<file path="src/rtl/bbs_pkg.sv">
package bbs_pkg;

  typedef enum logic [2:0] {
    S_START,
    S_ISSUE,
    S_WAIT,
    S_FIN,
    S_IDLE
  } scanState_t;

  // strobes from control to datapath
  typedef struct packed {
    logic clearAll;
    logic markBad;
    logic toLastPage;
    logic nextBlock;
  } scanCtl_t;

endpackage

</file>
<file path="src/rtl/bbs_ctrl.sv">
module bbs_ctrl
  import bbs_pkg::*;
(
  input  logic     clk,
  input  logic     rstN,
  input  logic     start,
  input  logic     reqReady,
  input  logic     rspValid,
  input  logic     markerOk,
  input  logic     onFirstPage,
  input  logic     lastBlock,
  output scanCtl_t ctl,
  output logic     reqValid,
  output logic     scanDone
);

  scanState_t state, nextState;

  always_comb begin
    ctl       = '0;
    nextState = state;
    case (state)
      S_START: begin
        ctl.clearAll = 1'b1;
        nextState    = S_ISSUE;
      end
      S_ISSUE: if (reqReady) nextState = S_WAIT;
      S_WAIT: if (rspValid) begin
        if (!markerOk) ctl.markBad = 1'b1;
        if (markerOk && onFirstPage) begin
          ctl.toLastPage = 1'b1;
          nextState      = S_ISSUE;
        end else if (lastBlock) begin
          nextState = S_FIN;
        end else begin
          ctl.nextBlock = 1'b1;
          nextState     = S_ISSUE;
        end
      end
      S_FIN:   nextState = S_IDLE;
      S_IDLE:  if (start) nextState = S_START;
      default: nextState = S_IDLE;
    endcase
  end

  assign reqValid = (state == S_ISSUE);

  always_ff @(posedge clk) begin
    if (!rstN) begin
      state    <= S_START;
      scanDone <= 1'b0;
    end else begin
      state <= nextState;
      if (state == S_FIN) scanDone <= 1'b1;
      else if (state == S_IDLE && start) scanDone <= 1'b0;
    end
  end

  // only one read in flight
  p_one_out_r2: assert property (@(posedge clk) disable iff (!rstN)
    reqValid && reqReady |=> !reqValid);

  // quiet once done
  p_done_quiet_r12: assert property (@(posedge clk) disable iff (!rstN)
    scanDone |-> !reqValid);

  // done follows the deciding response by one recorded cycle
  p_done_follows_rsp_r8: assert property (@(posedge clk) disable iff (!rstN)
    $rose(scanDone) |-> $past(rspValid, 2));

endmodule

</file>
<file path="src/rtl/bbs_datapath.sv">
module bbs_datapath
  import bbs_pkg::*;
#(
  parameter int NUM_BLOCKS      = 2048,
  parameter int PAGES_PER_BLOCK = 256,
  parameter int MAIN_BYTES      = 8192,
  parameter int SPARE_BYTES     = 448,
  parameter int MAX_BAD         = 50,
  localparam int BLK_W = $clog2(NUM_BLOCKS),
  localparam int PG_W  = $clog2(PAGES_PER_BLOCK),
  localparam int COL_W = $clog2(MAIN_BYTES + SPARE_BYTES),
  localparam int CNT_W = $clog2(NUM_BLOCKS + 1)
) (
  input  logic             clk,
  input  logic             rstN,
  input  scanCtl_t         ctl,
  input  logic [7:0]       rspByte,
  input  logic [BLK_W-1:0] mapAddr,
  output logic [BLK_W-1:0] reqBlock,
  output logic [PG_W-1:0]  reqPage,
  output logic [COL_W-1:0] reqCol,
  output logic             markerOk,
  output logic             onFirstPage,
  output logic             lastBlock,
  output logic             mapBad,
  output logic [CNT_W-1:0] badCount,
  output logic             tooManyBad
);

  localparam logic [BLK_W-1:0] LAST_BLK  = BLK_W'(NUM_BLOCKS - 1);
  localparam logic [PG_W-1:0]  LAST_PG   = PG_W'(PAGES_PER_BLOCK - 1);
  localparam logic [COL_W-1:0] MARK_COL  = COL_W'(MAIN_BYTES);
  localparam logic [CNT_W-1:0] LIMIT_CNT = CNT_W'(MAX_BAD);
  localparam logic [7:0]       ERASED    = 8'hFF;

  logic [BLK_W-1:0]      blockIdx;
  logic [PG_W-1:0]       pageIdx;
  logic [NUM_BLOCKS-1:0] bitmap;

  assign reqBlock    = blockIdx;
  assign reqPage     = pageIdx;
  assign reqCol      = MARK_COL;
  assign markerOk    = (rspByte == ERASED);
  assign onFirstPage = (pageIdx == '0);
  assign lastBlock   = (blockIdx == LAST_BLK);
  assign mapBad      = bitmap[mapAddr];

  always_ff @(posedge clk) begin
    if (!rstN) begin
      blockIdx   <= '0;
      pageIdx    <= '0;
      bitmap     <= '0;
      badCount   <= '0;
      tooManyBad <= 1'b0;
    end else if (ctl.clearAll) begin
      blockIdx   <= '0;
      pageIdx    <= '0;
      bitmap     <= '0;
      badCount   <= '0;
      tooManyBad <= 1'b0;
    end else begin
      if (ctl.markBad) begin
        bitmap[blockIdx] <= 1'b1;
        badCount         <= badCount + CNT_W'(1);
        if (badCount == LIMIT_CNT) tooManyBad <= 1'b1;
      end
      if (ctl.toLastPage) pageIdx <= LAST_PG;
      if (ctl.nextBlock) begin
        blockIdx <= blockIdx + BLK_W'(1);
        pageIdx  <= '0;
      end
    end
  end

  // count only climbs by one, or clears
  p_count_step_r7: assert property (@(posedge clk) disable iff (!rstN)
    (badCount != $past(badCount)) |->
      (badCount == $past(badCount) + CNT_W'(1)) || (badCount == '0));

  // error flag implies the count is past the limit
  p_flag_r7: assert property (@(posedge clk) disable iff (!rstN)
    tooManyBad |-> (badCount > LIMIT_CNT));

  // a new bad block needs a mark strobe from control
  p_bad_needs_mark_r3: assert property (@(posedge clk) disable iff (!rstN)
    (badCount == $past(badCount) + CNT_W'(1)) |-> $past(ctl.markBad));

endmodule

</file>
<file path="src/rtl/bbs_top.sv">
module bbs_top
  import bbs_pkg::*;
#(
  parameter int NUM_BLOCKS      = 2048,
  parameter int PAGES_PER_BLOCK = 256,
  parameter int MAIN_BYTES      = 8192,
  parameter int SPARE_BYTES     = 448,
  parameter int MAX_BAD         = 50,
  localparam int BLK_W = $clog2(NUM_BLOCKS),
  localparam int PG_W  = $clog2(PAGES_PER_BLOCK),
  localparam int COL_W = $clog2(MAIN_BYTES + SPARE_BYTES),
  localparam int CNT_W = $clog2(NUM_BLOCKS + 1)
) (
  input  logic             clk,
  input  logic             rstN,
  input  logic             start,
  output logic             reqValid,
  input  logic             reqReady,
  output logic [BLK_W-1:0] reqBlock,
  output logic [PG_W-1:0]  reqPage,
  output logic [COL_W-1:0] reqCol,
  input  logic             rspValid,
  input  logic [7:0]       rspByte,
  input  logic [BLK_W-1:0] mapAddr,
  output logic             mapBad,
  output logic [CNT_W-1:0] badCount,
  output logic             tooManyBad,
  output logic             scanDone
);

  scanCtl_t ctl;
  logic     markerOk, onFirstPage, lastBlock;

  bbs_ctrl u_ctrl (
    .clk(clk), .rstN(rstN), .start(start), .reqReady(reqReady),
    .rspValid(rspValid), .markerOk(markerOk), .onFirstPage(onFirstPage),
    .lastBlock(lastBlock), .ctl(ctl), .reqValid(reqValid), .scanDone(scanDone)
  );

  bbs_datapath #(
    .NUM_BLOCKS(NUM_BLOCKS), .PAGES_PER_BLOCK(PAGES_PER_BLOCK),
    .MAIN_BYTES(MAIN_BYTES), .SPARE_BYTES(SPARE_BYTES), .MAX_BAD(MAX_BAD)
  ) u_dp (
    .clk(clk), .rstN(rstN), .ctl(ctl), .rspByte(rspByte), .mapAddr(mapAddr),
    .reqBlock(reqBlock), .reqPage(reqPage), .reqCol(reqCol),
    .markerOk(markerOk), .onFirstPage(onFirstPage), .lastBlock(lastBlock),
    .mapBad(mapBad), .badCount(badCount), .tooManyBad(tooManyBad)
  );

  // a pending request holds its address
  p_hold_req_r2: assert property (@(posedge clk) disable iff (!rstN)
    reqValid && !reqReady |=> reqValid && $stable(reqBlock) && $stable(reqPage));

endmodule

</file>
<file path="config.mk">
export PLATFORM = sky130hd
export DESIGN_NAME = bbs_top
export DESIGN_NICKNAME = d
export VERILOG_FILES = /design/src/rtl/bbs_pkg.sv /design/src/rtl/bbs_ctrl.sv /design/src/rtl/bbs_datapath.sv /design/src/rtl/bbs_top.sv
export SDC_FILE = /design/constraint.sdc
export NUM_CORES = 2
export LEC_CHECK = 0
export BUFFER_PORTS_ARGS = -buffer_cell sky130_fd_sc_hd__buf_2
export CORE_ASPECT_RATIO = 1.2
export CORE_MARGIN = 2
export CORE_UTILIZATION = 40
export DETAILED_ROUTE_END_ITERATION = 6
export PLACE_DENSITY = 0.58
export SYNTH_ARGS = -nofsm -noshare
export SYNTH_HDL_FRONTEND = slang
export SYNTH_SLANG_ARGS = --single-unit
</file>
<file path="constraint.sdc">
create_clock -name clk -period 3.45 [get_ports clk]
set_input_delay 0 -clock clk [delete_from_list [all_inputs] [get_ports clk]]
set_output_delay 0 -clock clk [all_outputs]
set_load 0.05 [all_outputs]
</file>
==> results.yml <==
sta:
  finalHoldViolCount: 0
  min_period_ps: 4085
  worst_clock_skew_ps: 28.94
  fmax_mhz: 244.8
  rsz0062_at_grt: "true"
  worstMarginPinSlew_ps: 1365
  final_max_slew_viol_count: 0
  slew_headroom_pct: 8.891
  setup_viol: 1
  worst_slack_ps: -635.5
  period_share_pct: 118.4
finish:
  nFillCells: 18830
  stdcell_area_um2: 92650
  nets: 8594
  syn_to_final_growth_pct: 14.72
  drive_above_1_share_pct: 15.48
pwr:
  combPwrFrac_pct: 5.5
  power_leakage_nw: 31.83
  total_power_mw: 48.21
  vdd_drop_max_mv: 0.5905
  p_seq_share_pct: 49.7
  clkPwrFrac_pct: 44.8
  switching_share_pct: 23.53
  p_switching_mw: 11.35
  p_int_mw: 36.87
  powerDensity_nw_per_um2: 520.4
die:
  fp.dieArea_um2: 205500
  rows: 180
  boundaryPins: 73
  core_area_um2: 200700
  die_x_um: 414.2
  initial_utilization_pct: 40.25
  die_h_um: 496.2
job:
  maxCapViolations: 0
logic_synthesis:
  synth-edff-count: 0
  netlist_top_cells_area: "dfxtp_1 (51%), a21oi_1 (13%), mux4_2 (11%)"
  synth_top_area_share_pct: 51.48
  yosysSeqAreaShare_pct: 51.48
  yosysTopAreaCell: "dfxtp_1"
  syn_area_per_cell_um2: 9.326
  synthFlopType: "dfxtp_1"
  yosysWarnings: 0
  async_flop_share_pct: 0
  netlist_instances: 8660
  synth_cell_types: 68
  synth_seq_cells: 2077
  synth_area_um2: 80770
place:
  hpwl_um: 173200
  numPortBuffers: 58
  placed_area_um2: 86030
  routabilityCongestion: 0.9105
global_routing:
  grt.total_usage_pct: 27.19
  grt_max_degree: 131
  grt_pass1_wl_um: 421000
  grt_pass1_vias: 62740
  grt-ovfl-total: 0
  antenna_found_initial: 15
critical_path:
  cp_slowest_cell: "a222oi_1"
  r2r_setup_slack_ps: 330
  critPathLaunchType: "register"
  path_cells: "mux2i_1 > o221ai_2 > nand2_1 > a222oi_1 > buf_4 > o211ai_1 > or4_4 > a2111o_1 > o22ai_2 > a211o_4 > buf_12"
  end_kind: "output pin"
  worstPathMaxFanout: 2
  arrival_ps: 4090
  critical_path_class: "reg -> out"
  critPathRequiredTime_ps: 3450
  max_stage_delay_ps: 620
drt:
  detail_route.vias_per_cell: 5.899
  via_count: 67010
  drt-initial-drc-count: 8195
  drc: 0
  drt_wl_total_um: 289400
  firstDrtPassIters: 6
  ant_nets: 0
  wl_per_cell_um: 25.48
clocking:
  insertion_delay_ps: 850
  clockBufferDepth: 3
  root_buffer: "clkbuf_16"
  cts_buffers: 192
  h-tree-depth: 4
  clock_sinks: 2077
  cts.clk_slew.worst_paths_ps: 60
  post_cts.repair.setup_buffers: 0
  cts_tree: "done"
hold_path:
  worstHoldPathType: "in -> reg"
run_status:
  status: "complete, but fails checks"
  violations: "negative setup slack"
[critical path, delay by kind of cell, from the launching register on]
family          cells  cell delay, ps
buf+inv             2             370
simple gates        2             690
mux                 1              80
flops               1             330
compound gates      6            1740
[cell families after synthesis]
family	Yosys count	synth area share [%]
XOR/XNOR	17	0.1843
multiplexers	706	14.85
adder cells (fa/ha/maj)	6	0.09295
buffers and inverters	866	4.778
AO/OA/AOI/OAI	2467	16.33
AND/OR/NAND/NOR	2519	12.27
other	2	0.009298
flip-flops	2077	51.48
[through the flow]
stage | TNS (ps) | util [%] | cells | setup WS [ps] | hold slack [ps]
2_1_floorplan | 0 | - | 8672 | 724.4 | 116.1
3_3_place_gp | -896.4 | 42.87 | 10990 | -896.4 | 279.0
3_5_place_dp | -917.6 | 42.87 | 11000 | -917.6 | 279.7
4_1_cts | -623.8 | 46.16 | 11360 | -623.8 | 6.354
5_1_grt | -689.1 | 46.17 | 11360 | -689.1 | 81.83
6_report | -635.5 | 46.17 | 11360 | -635.5 | 61.13
[per-layer routing]
metal  up-vias  track usage [%]  wire, um
li1      30010                -         -
met1     33360            35.08    117000
met2      2984            43.91    132400
met3       651            4.734     23850
met4         6            14.05     16140
met5         -                0        37
[layout make-up]
cell class	count	area (um2)	share of cell area (%)
Antenna cell	2	5.005	0.005402
Sequential cell	2077	41590	44.88
Clock inverter	43	461.7	0.4983
Clock buffer	306	5899	6.367
Tap cell	2639	3302	3.564
Timing Repair Buffer	551	5419	5.849
Multi-Input combinational cell	5729	35920	38.77
Inverter	13	56.30	0.06077
[synthesized netlist by cell type (40+ instances only)]
library cell / n
a21oi_1: 2124
o21ai_0: 57
nor3_1: 53
nand3_1: 40
nor2_1: 2231
nand2_1: 78
dfxtp_1: 2077
o22ai_1: 74
mux4_2: 377
clkbuf_1: 693
mux2i_1: 311
buf_4: 67
o221ai_1: 123
[power by group through the flow]
| stage | Clock (mW) | Combinational (mW) | Sequential (mW) |
|---|---|---|---|
| 2_1_floorplan | 0 | 1.64 | 24.5 |
| 3_3_place_gp | 0 | 2.56 | 24.5 |
| 3_5_place_dp | 0 | 2.57 | 24.5 |
| 4_1_cts | 21.8 | 2.60 | 24.0 |
| 5_1_grt | 22.8 | 2.75 | 24.0 |
| 6_report | 21.6 | 2.64 | 24.0 |
[worst paths after layout]
check,startpoint,endpoint,cells after the start
worst min register to register,u_dp.bitmap[770],u_dp.bitmap[770],2
worst max register to register,u_ctrl.state[1],u_dp.bitmap[896],9
worst min-delay path,rspByte[1],u_dp.bitmap[2047],6
worst max-delay path,u_dp.bitmap[517],mapBad,11
[registers in the layout, indices dropped and copies added, names as in the netlist]
| signal | count |
|---|---|
| u_dp.reqBlock | 11 |
| u_dp.tooManyBad | 1 |
| u_dp.reqPage | 1 |
| u_ctrl.state | 3 |
| u_dp.bitmap | 2048 |
| u_dp.badCount | 12 |
| u_ctrl.scanDone | 1 |
[layout by cell type (no fill, tap or decap), types with 9 or more instances in the layout]
| master | count |
|---|---|
| o221ai_1 | 117 |
| mux4_1 | 9 |
| clkbuf_16 | 197 |
| inv_1 | 11 |
| a21oi_1 | 2124 |
| nand3b_1 | 10 |
| a211oi_1 | 12 |
| buf_12 | 109 |
| and2_1 | 10 |
| nor4_1 | 21 |
| o21ai_0 | 57 |
| nor2_2 | 63 |
| mux2i_1 | 311 |
| nor2b_1 | 13 |
| mux4_2 | 377 |
| clkbuf_1 | 53 |
| buf_4 | 371 |
| nor2_4 | 34 |
| o22ai_1 | 71 |
| nor3_1 | 53 |
| buf_2 | 54 |
| xor2_1 | 10 |
| dfxtp_1 | 2072 |
| nand2_1 | 77 |
| clkbuf_8 | 56 |
| nand3_1 | 40 |
| conb_1 | 14 |
| a22oi_1 | 15 |
| nor2_1 | 2134 |
| dlygate4sd3_1 | 14 |
| nand4_1 | 21 |
| clkinv_2 | 24 |
| or3_1 | 9 |
[what timing repair did]
action	CTS	global route
setup endpoints to repair	1	1
hold buffers	14	0
pin swaps	11	0
hold endpoints to repair	320	0
resized for setup	23	3
Note: power is estimated with default switching activity, not from simulation.
